<file path="src/rtl/wo_pkg.sv">
package wo_pkg;
  typedef enum logic [1:0] {
    LS_I = 2'd0,
    LS_V = 2'd1,
    LS_R = 2'd2,
    LS_D = 2'd3
  } line_st_e;

  typedef enum logic [1:0] {
    BC_READ  = 2'd0,
    BC_RWITM = 2'd1,
    BC_WTINV = 2'd2,
    BC_WBACK = 2'd3
  } bus_cmd_e;
endpackage

</file>
<file path="src/rtl/wo_line_table.sv">
module wo_line_table #(
  parameter int IDX_W  = 2,
  parameter int TAG_W  = 6,
  parameter int DATA_W = 16
) (
  input  logic                            clk,
  input  logic                            rst_n,
  input  logic                            sn_we,
  input  logic [IDX_W-1:0]                sn_idx,
  input  logic [1:0]                      sn_st,
  input  logic                            pr_we,
  input  logic [IDX_W-1:0]                pr_idx,
  input  logic [TAG_W-1:0]                pr_tag,
  input  logic [1:0]                      pr_st,
  input  logic [DATA_W-1:0]               pr_data,
  output logic [(1<<IDX_W)-1:0][1:0]      line_st,
  output logic [(1<<IDX_W)-1:0][TAG_W-1:0]  line_tag,
  output logic [(1<<IDX_W)-1:0][DATA_W-1:0] line_data
);
  localparam int LINES = 1 << IDX_W;

  for (genvar g = 0; g < LINES; g++) begin : g_line
    logic [1:0] st_d;
    logic       pr_hit_line;

    assign pr_hit_line = pr_we && (pr_idx == IDX_W'(g));

    always_comb begin
      st_d = line_st[g];
      if (sn_we && (sn_idx == IDX_W'(g))) st_d = sn_st;
      if (pr_hit_line)                    st_d = pr_st;
    end

    always_ff @(posedge clk or negedge rst_n) begin
      if (!rst_n) line_st[g] <= wo_pkg::LS_I;
      else        line_st[g] <= st_d;
    end

    always_ff @(posedge clk) begin
      if (pr_hit_line) begin
        line_tag[g]  <= pr_tag;
        line_data[g] <= pr_data;
      end
    end
  end
endmodule

</file>
<file path="src/rtl/wo_snoop_unit.sv">
module wo_snoop_unit #(
  parameter int TAG_W  = 6,
  parameter int DATA_W = 16
) (
  input  logic              snp_valid,
  input  logic [1:0]        snp_cmd,
  input  logic [TAG_W-1:0]  snp_tag,
  input  logic [1:0]        sel_st,
  input  logic [TAG_W-1:0]  sel_tag,
  input  logic [DATA_W-1:0] sel_data,
  output logic              sn_we,
  output logic [1:0]        sn_st,
  output logic              snp_supply,
  output logic [DATA_W-1:0] snp_data
);
  import wo_pkg::*;

  logic hit;
  logic wants_data;

  assign hit        = (sel_st != LS_I) && (sel_tag == snp_tag);
  assign wants_data = (snp_cmd == BC_READ) || (snp_cmd == BC_RWITM);
  assign snp_supply = snp_valid && hit && (sel_st == LS_D) && wants_data;
  assign snp_data   = sel_data;
  assign sn_we      = snp_valid && hit && (snp_cmd != BC_WBACK);
  assign sn_st      = (snp_cmd == BC_READ) ? LS_V : LS_I;
endmodule

</file>
<file path="src/rtl/wo_req_ctrl.sv">
module wo_req_ctrl #(
  parameter int ADDR_W = 8,
  parameter int IDX_W  = 2,
  parameter int DATA_W = 16
) (
  input  logic              clk,
  input  logic              rst_n,
  input  logic              req_valid,
  input  logic              req_write,
  input  logic [ADDR_W-1:0] req_addr,
  input  logic [DATA_W-1:0] req_wdata,
  input  logic              snp_valid,
  input  logic              bus_gnt,
  input  logic [DATA_W-1:0] bus_rdata,
  input  logic [1:0]        rq_st,
  input  logic [ADDR_W-IDX_W-1:0] rq_tag,
  input  logic [DATA_W-1:0] rq_data,
  input  logic [1:0]        op_st,
  input  logic [ADDR_W-IDX_W-1:0] op_ltag,
  input  logic [DATA_W-1:0] op_ldata,
  output logic [IDX_W-1:0]  op_idx,
  output logic              busy,
  output logic              bus_req,
  output logic [1:0]        bus_cmd,
  output logic [ADDR_W-1:0] bus_addr,
  output logic [DATA_W-1:0] bus_wdata,
  output logic              rsp_valid,
  output logic [DATA_W-1:0] rsp_rdata,
  output logic              pr_we,
  output logic [IDX_W-1:0]  pr_idx,
  output logic [ADDR_W-IDX_W-1:0] pr_tag,
  output logic [1:0]        pr_st,
  output logic [DATA_W-1:0] pr_data
);
  import wo_pkg::*;
  localparam int TAG_W = ADDR_W - IDX_W;

  typedef enum logic {PH_IDLE, PH_BUS} phase_e;

  phase_e            ph_q, ph_d;
  logic              op_wr_q;
  logic [ADDR_W-1:0] op_addr_q;
  logic [DATA_W-1:0] op_data_q;
  logic              op_en;
  logic              rsp_v_d;
  logic [DATA_W-1:0] rsp_d_d;
  logic [TAG_W-1:0]  req_tag, op_tag;
  logic              rq_hit, op_hit, victim_dirty, accept;

  assign req_tag      = req_addr[ADDR_W-1:IDX_W];
  assign op_tag       = op_addr_q[ADDR_W-1:IDX_W];
  assign op_idx       = op_addr_q[IDX_W-1:0];
  assign rq_hit       = (rq_st != LS_I) && (rq_tag == req_tag);
  assign op_hit       = (op_st != LS_I) && (op_ltag == op_tag);
  assign victim_dirty = (op_st == LS_D) && (op_ltag != op_tag);
  assign busy         = (ph_q == PH_BUS) || snp_valid;
  assign bus_req      = (ph_q == PH_BUS);
  assign accept       = (ph_q == PH_IDLE) && req_valid && !snp_valid;

  always_comb begin
    bus_cmd   = BC_READ;
    bus_addr  = op_addr_q;
    bus_wdata = op_data_q;
    if (victim_dirty) begin
      bus_cmd   = BC_WBACK;
      bus_addr  = {op_ltag, op_idx};
      bus_wdata = op_ldata;
    end else if (op_wr_q && op_hit) begin
      bus_cmd   = BC_WTINV;
    end else if (op_wr_q) begin
      bus_cmd   = BC_RWITM;
    end
  end

  always_comb begin
    ph_d    = ph_q;
    op_en   = 1'b0;
    rsp_v_d = 1'b0;
    rsp_d_d = rsp_rdata;
    pr_we   = 1'b0;
    pr_idx  = req_addr[IDX_W-1:0];
    pr_tag  = req_tag;
    pr_st   = LS_D;
    pr_data = req_wdata;
    if (accept) begin
      if (!req_write && rq_hit) begin
        rsp_v_d = 1'b1;
        rsp_d_d = rq_data;
      end else if (req_write && rq_hit && (rq_st == LS_R || rq_st == LS_D)) begin
        pr_we   = 1'b1;
        rsp_v_d = 1'b1;
        rsp_d_d = req_wdata;
      end else begin
        ph_d  = PH_BUS;
        op_en = 1'b1;
      end
    end else if (ph_q == PH_BUS && bus_gnt) begin
      pr_we   = 1'b1;
      pr_idx  = op_idx;
      pr_tag  = op_tag;
      pr_data = op_data_q;
      ph_d    = PH_IDLE;
      rsp_v_d = 1'b1;
      rsp_d_d = op_data_q;
      unique case (bus_cmd)
        BC_WBACK: begin
          pr_tag  = op_ltag;
          pr_data = op_ldata;
          pr_st   = LS_I;
          ph_d    = PH_BUS;
          rsp_v_d = 1'b0;
          rsp_d_d = rsp_rdata;
        end
        BC_WTINV: pr_st = LS_R;
        BC_RWITM: pr_st = LS_D;
        default: begin
          pr_st   = LS_V;
          pr_data = bus_rdata;
          rsp_d_d = bus_rdata;
        end
      endcase
    end
  end

  always_ff @(posedge clk or negedge rst_n) begin
    if (!rst_n) begin
      ph_q      <= PH_IDLE;
      rsp_valid <= 1'b0;
    end else begin
      ph_q      <= ph_d;
      rsp_valid <= rsp_v_d;
    end
  end

  always_ff @(posedge clk) begin
    if (op_en) begin
      op_wr_q   <= req_write;
      op_addr_q <= req_addr;
      op_data_q <= req_wdata;
    end
    if (rsp_v_d) rsp_rdata <= rsp_d_d;
  end

  AST_FILL_RESPONDS: assert property (@(posedge clk) disable iff (!rst_n)
    bus_req && bus_gnt && bus_cmd != BC_WBACK |=> rsp_valid && !bus_req);
  AST_WBACK_THEN_FILL: assert property (@(posedge clk) disable iff (!rst_n)
    bus_req && bus_gnt && bus_cmd == BC_WBACK |=> bus_req && !rsp_valid);
  AST_SNOOP_DEFERS_REQ: assert property (@(posedge clk) disable iff (!rst_n)
    snp_valid && ph_q == PH_IDLE |=> !rsp_valid && !bus_req);
endmodule

</file>
<file path="src/rtl/wo_coherence_ctrl.sv">
module wo_coherence_ctrl #(
  parameter int ADDR_W = 8,
  parameter int IDX_W  = 2,
  parameter int DATA_W = 16
) (
  input  logic              clk,
  input  logic              rst_n,
  input  logic              req_valid,
  input  logic              req_write,
  input  logic [ADDR_W-1:0] req_addr,
  input  logic [DATA_W-1:0] req_wdata,
  output logic              busy,
  output logic              rsp_valid,
  output logic [DATA_W-1:0] rsp_rdata,
  output logic              bus_req,
  output logic [1:0]        bus_cmd,
  output logic [ADDR_W-1:0] bus_addr,
  output logic [DATA_W-1:0] bus_wdata,
  input  logic              bus_gnt,
  input  logic [DATA_W-1:0] bus_rdata,
  input  logic              snp_valid,
  input  logic [1:0]        snp_cmd,
  input  logic [ADDR_W-1:0] snp_addr,
  output logic              snp_supply,
  output logic [DATA_W-1:0] snp_data
);
  import wo_pkg::*;
  localparam int TAG_W = ADDR_W - IDX_W;
  localparam int LINES = 1 << IDX_W;

  logic [1:0] rst_pipe;
  logic       rst_sync_n;

  always_ff @(posedge clk or negedge rst_n) begin
    if (!rst_n) rst_pipe <= 2'b00;
    else        rst_pipe <= {rst_pipe[0], 1'b1};
  end
  assign rst_sync_n = rst_pipe[1];

  logic [LINES-1:0][1:0]        tbl_st;
  logic [LINES-1:0][TAG_W-1:0]  tbl_tag;
  logic [LINES-1:0][DATA_W-1:0] tbl_data;

  logic              sn_we;
  logic [1:0]        sn_st;
  logic              pr_we;
  logic [IDX_W-1:0]  pr_idx, op_idx, rq_idx, sn_idx;
  logic [TAG_W-1:0]  pr_tag;
  logic [1:0]        pr_st;
  logic [DATA_W-1:0] pr_data;

  assign rq_idx = req_addr[IDX_W-1:0];
  assign sn_idx = snp_addr[IDX_W-1:0];

  wo_line_table #(.IDX_W(IDX_W), .TAG_W(TAG_W), .DATA_W(DATA_W)) u_table (
    .clk(clk), .rst_n(rst_sync_n),
    .sn_we(sn_we), .sn_idx(sn_idx), .sn_st(sn_st),
    .pr_we(pr_we), .pr_idx(pr_idx), .pr_tag(pr_tag), .pr_st(pr_st), .pr_data(pr_data),
    .line_st(tbl_st), .line_tag(tbl_tag), .line_data(tbl_data)
  );

  wo_snoop_unit #(.TAG_W(TAG_W), .DATA_W(DATA_W)) u_snoop (
    .snp_valid(snp_valid), .snp_cmd(snp_cmd), .snp_tag(snp_addr[ADDR_W-1:IDX_W]),
    .sel_st(tbl_st[sn_idx]), .sel_tag(tbl_tag[sn_idx]), .sel_data(tbl_data[sn_idx]),
    .sn_we(sn_we), .sn_st(sn_st), .snp_supply(snp_supply), .snp_data(snp_data)
  );

  wo_req_ctrl #(.ADDR_W(ADDR_W), .IDX_W(IDX_W), .DATA_W(DATA_W)) u_req (
    .clk(clk), .rst_n(rst_sync_n),
    .req_valid(req_valid), .req_write(req_write), .req_addr(req_addr), .req_wdata(req_wdata),
    .snp_valid(snp_valid), .bus_gnt(bus_gnt), .bus_rdata(bus_rdata),
    .rq_st(tbl_st[rq_idx]), .rq_tag(tbl_tag[rq_idx]), .rq_data(tbl_data[rq_idx]),
    .op_st(tbl_st[op_idx]), .op_ltag(tbl_tag[op_idx]), .op_ldata(tbl_data[op_idx]),
    .op_idx(op_idx), .busy(busy),
    .bus_req(bus_req), .bus_cmd(bus_cmd), .bus_addr(bus_addr), .bus_wdata(bus_wdata),
    .rsp_valid(rsp_valid), .rsp_rdata(rsp_rdata),
    .pr_we(pr_we), .pr_idx(pr_idx), .pr_tag(pr_tag), .pr_st(pr_st), .pr_data(pr_data)
  );

  AST_SNOOP_KILLS_LINE: assert property (@(posedge clk) disable iff (!rst_sync_n)
    sn_we && sn_st == LS_I && !pr_we |=> tbl_st[$past(sn_idx)] == LS_I);
  AST_SUPPLY_LEAVES_VALID: assert property (@(posedge clk) disable iff (!rst_sync_n)
    snp_supply && snp_cmd == BC_READ && !pr_we |=> tbl_st[$past(sn_idx)] == LS_V);
  AST_WTINV_RESERVES: assert property (@(posedge clk) disable iff (!rst_sync_n)
    bus_req && bus_gnt && bus_cmd == BC_WTINV |=> tbl_st[$past(op_idx)] == LS_R);
  AST_RWITM_DIRTIES: assert property (@(posedge clk) disable iff (!rst_sync_n)
    bus_req && bus_gnt && bus_cmd == BC_RWITM |=> tbl_st[$past(op_idx)] == LS_D);
endmodule

</file>
<file path="config.mk">
export PLATFORM = sky130hd
export DESIGN_NAME = wo_coherence_ctrl
export DESIGN_NICKNAME = d
export VERILOG_FILES = /design/src/rtl/wo_pkg.sv /design/src/rtl/wo_line_table.sv /design/src/rtl/wo_snoop_unit.sv /design/src/rtl/wo_req_ctrl.sv /design/src/rtl/wo_coherence_ctrl.sv
export SDC_FILE = /design/constraint.sdc
export NUM_CORES = 1
export LEC_CHECK = 0
export BUFFER_PORTS_ARGS = -buffer_cell sky130_fd_sc_hd__buf_2
export CAP_MARGIN = 20
export CORE_MARGIN = 8
export CORE_UTILIZATION = 48
export DETAILED_ROUTE_END_ITERATION = 6
export PLACE_DENSITY_LB_ADDON = 0.05
export SYNTH_ARGS = -nofsm -noshare
export SYNTH_HDL_FRONTEND = slang
export SYNTH_SLANG_ARGS = --single-unit
</file>
<file path="constraint.sdc">
create_clock -name clk -period 5.6 [get_ports clk]
set_input_delay 0.84 -clock clk [delete_from_list [all_inputs] [get_ports clk]]
set_output_delay 0.84 -clock clk [all_outputs]
set_load 0.05 [all_outputs]
</file>
==> results.toml <==
[global_route]
grt_pass1_wl_um = 33900
grt_max_degree = 38
grt_usage = 0.223
grt_pass1_vias = 5799
antenna_found_initial = 0
overflow = 0

[timing]
fin_crit_ns = 4.53
period_share = 0.808
max_freq_mhz = 221
rsz0062_at_grt = "no"
fin_ws_ns = 1.07
fin_skew_ns = 0.0148
worst_pin_slew_ns = 1.05
drv_slew = 0
fin_hold_ws_ns = 0.190
final_hold_viol_count = 0
slew-limit-headroom = 0.301
fin_setup_tns_ns = 0
setup_viol = 0

[worst_setup_path]
worst_setup_path_end_kind = "primary output"
rr_worst_depth = 7
r2r-end = "u_table.line_data[34]$_DFFE_PP_"
required_ns = 4.76
r2r_slack_ns = 1.72
r2r-start = "u_req.op_addr_q[1]$_DFFE_PP_"
startpoint_type = "register"
cp_max_fo = 23
crit_type = "register to primary output"
cp.arrival_ns = 3.69

[clock_tree]
cts.reportedPaths.clkPinSlew_ns = 0.06
cts_tree = "done"
cts-resized-gates = 0
cts_buffers = 17
cts_root_buffer = "clkbuf_16"
cts_hold_buffers = 0
clk_latency_ns = 0.42
cts_sinks = 141
clock_path_buffers = 2
post-cts-setup-buffers = 0
htree_levels = 4

[synthesis]
yosysUniqueCellTypes = 44
ys.flop_type = "edfxtp_1"
yosys-top-cells-count = "edfxtp_1 (129), nand2_1 (73), mux4_2 (65), mux2i_1 (38), clkbuf_1 (31)"
syn_nets = 613
yosysMostFrequentCell = "edfxtp_1"
synth-seq-cells = 141
synthCells = 557
netlist_area_mm2 = 0.00794
avgSynthCellArea_um2 = 14.3
yosysTopAreaCell = "edfxtp_1"
synth_top_cells_by_area = "edfxtp_1 (49%), mux4_2 (18%), mux2i_1 (4.8%)"
ys_seq_area_frac = 0.526
synth_top_area_share = 0.488
synth_edf_count = 129
async_reset_ff_frac = 0.0851
yosys_warnings = 0

[layout]
antenna_cells = 0
area_delta_synth_final_pct = 19.0
fin_util = 0.578
layout-drive-gt1-share = 0.389
nets = 725

[route]
via_per_inst = 6.23
wl_um = 22500
drtAntennaViolNets = 0
drt-wirelength-per-cell_um = 24.9
vias = 5619
drt_first_pass_iters = 5
drc = 0
drtIter0Drc = 456

[power]
power_density_mw_per_mm2 = 468
fin_total_pwr_mw = 4.43
p_leak_nw = 3.45
ir_drop_v = 0.000286

[die]
die-area_mm2 = 0.0209
die_h_um = 145
die_x_um = 145
core_mm2 = 0.0163
std_cell_rows = 47
io_pins = 118
start_util = 0.486

[job]
drv_cap = 0

[outcome]
status = "completed"

[placement]
gp_congestion = 0.854
hpwl_um = 15400
port_buffers = 117
pre_cts_ws_ns = 1.19

[min_path]
hp-class = "register to asynchronous set/reset pin"
[power by group]
group,internal (mW),leakage (nW),switching (mW)
sequential,1.35,1.31,0.0741
combinational,0.506,1.83,1.26
clock,0.792,0.311,0.444
[flip-flops by register name (all words and copies together) (netlist names)]
signal	cells
rst_pipe	2
u_req.bus_req	1
u_req.op_addr_q	8
u_req.op_data_q	16
u_req.op_wr_q	1
u_req.rsp_rdata	16
u_req.rsp_valid	1
u_table.line_data	64
u_table.line_st	8
u_table.line_tag	24
[critical path, stage by stage, from the launching register on]
cell,delay [ns]
edfxtp_1,0.63
buf_4,0.44
mux4_2,0.39
xnor2_1,0.16
nand4_1,0.29
o21bai_2,0.58
buf_4,0.33
nand2_1,0.07
o21ai_0,0.08
buf_2,0.29
[per-stage QoR]
step / area [um2] / cells
finish: 9450 / 902
global route: 9450 / 902
CTS: 9450 / 902
detailed placement: 8800 / 870
global placement: 8800 / 870
floorplan: 7940 / 557
[layout make-up]
cell class / count / area (um2)
timing repair buffer: 140 / 771
fill: 1328 / 6900
inverter: 9 / 33.8
tap: 220 / 275
clock buffer: 18 / 429
multi-input combinational: 360 / 3550
sequential: 141 / 4170
clock inverter: 14 / 215
[kinds of logic (layout without fill, tap and decap cells)]
group	after synthesis	count (layout)	synth area share
AND/OR/NAND/NOR	121	121	0.0690
flip-flops	141	141	0.526
XOR/XNOR	17	17	0.0188
other	1	1	0.000472
multiplexers	127	127	0.276
buffers and inverters	56	181	0.0298
AO/OA/AOI/OAI	94	94	0.0802
[how the worst max path moves through the flow]
stage | cells past startpoint | start | end
after floorplan | 7 | snp_addr[0] | snp_supply
after global placement | 7 | snp_addr[0] | snp_supply
after detailed placement | 8 | req_addr[0] | u_table.line_tag[13]$_DFFE_PP_
after CTS | 9 | u_req.op_addr_q[1]$_DFFE_PP_ | bus_wdata[15]
after global routing | 9 | u_req.op_addr_q[1]$_DFFE_PP_ | bus_wdata[15]
final | 9 | u_req.op_addr_q[1]$_DFFE_PP_ | bus_wdata[15]
[layer usage]
metal / up-vias / track usage / wire length [um]
met5: - / 0 / 0
met4: 0 / 0.0745 / 423
met3: 30 / 0.0426 / 1370
met2: 255 / 0.387 / 11700
met1: 2856 / 0.275 / 9010
li1: 2478 / - / -
[placed cells by master (no fill, tap or decap), types with 5 or more instances in the layout]
master     synthesis  layout
a22oi_1           16      16
nor3_1             5       5
inv_1              9       9
mux4_1             5       5
mux2i_1           38      38
dfrtp_1           12      12
mux2_2            19      19
a21oi_1           17      17
buf_2              3     117
clkbuf_16          0      17
mux4_2            65      65
edfxtp_1         129     129
nand2_1           73      73
nor2_1             9       9
nand3_1           15      15
xor2_1             7       7
o31ai_1            9       8
o311ai_0          15      15
xnor2_1           10      10
o21ai_0           20      20
bufinv_16          0       5
buf_4              2      22
(Power assumes the default switching activity.)
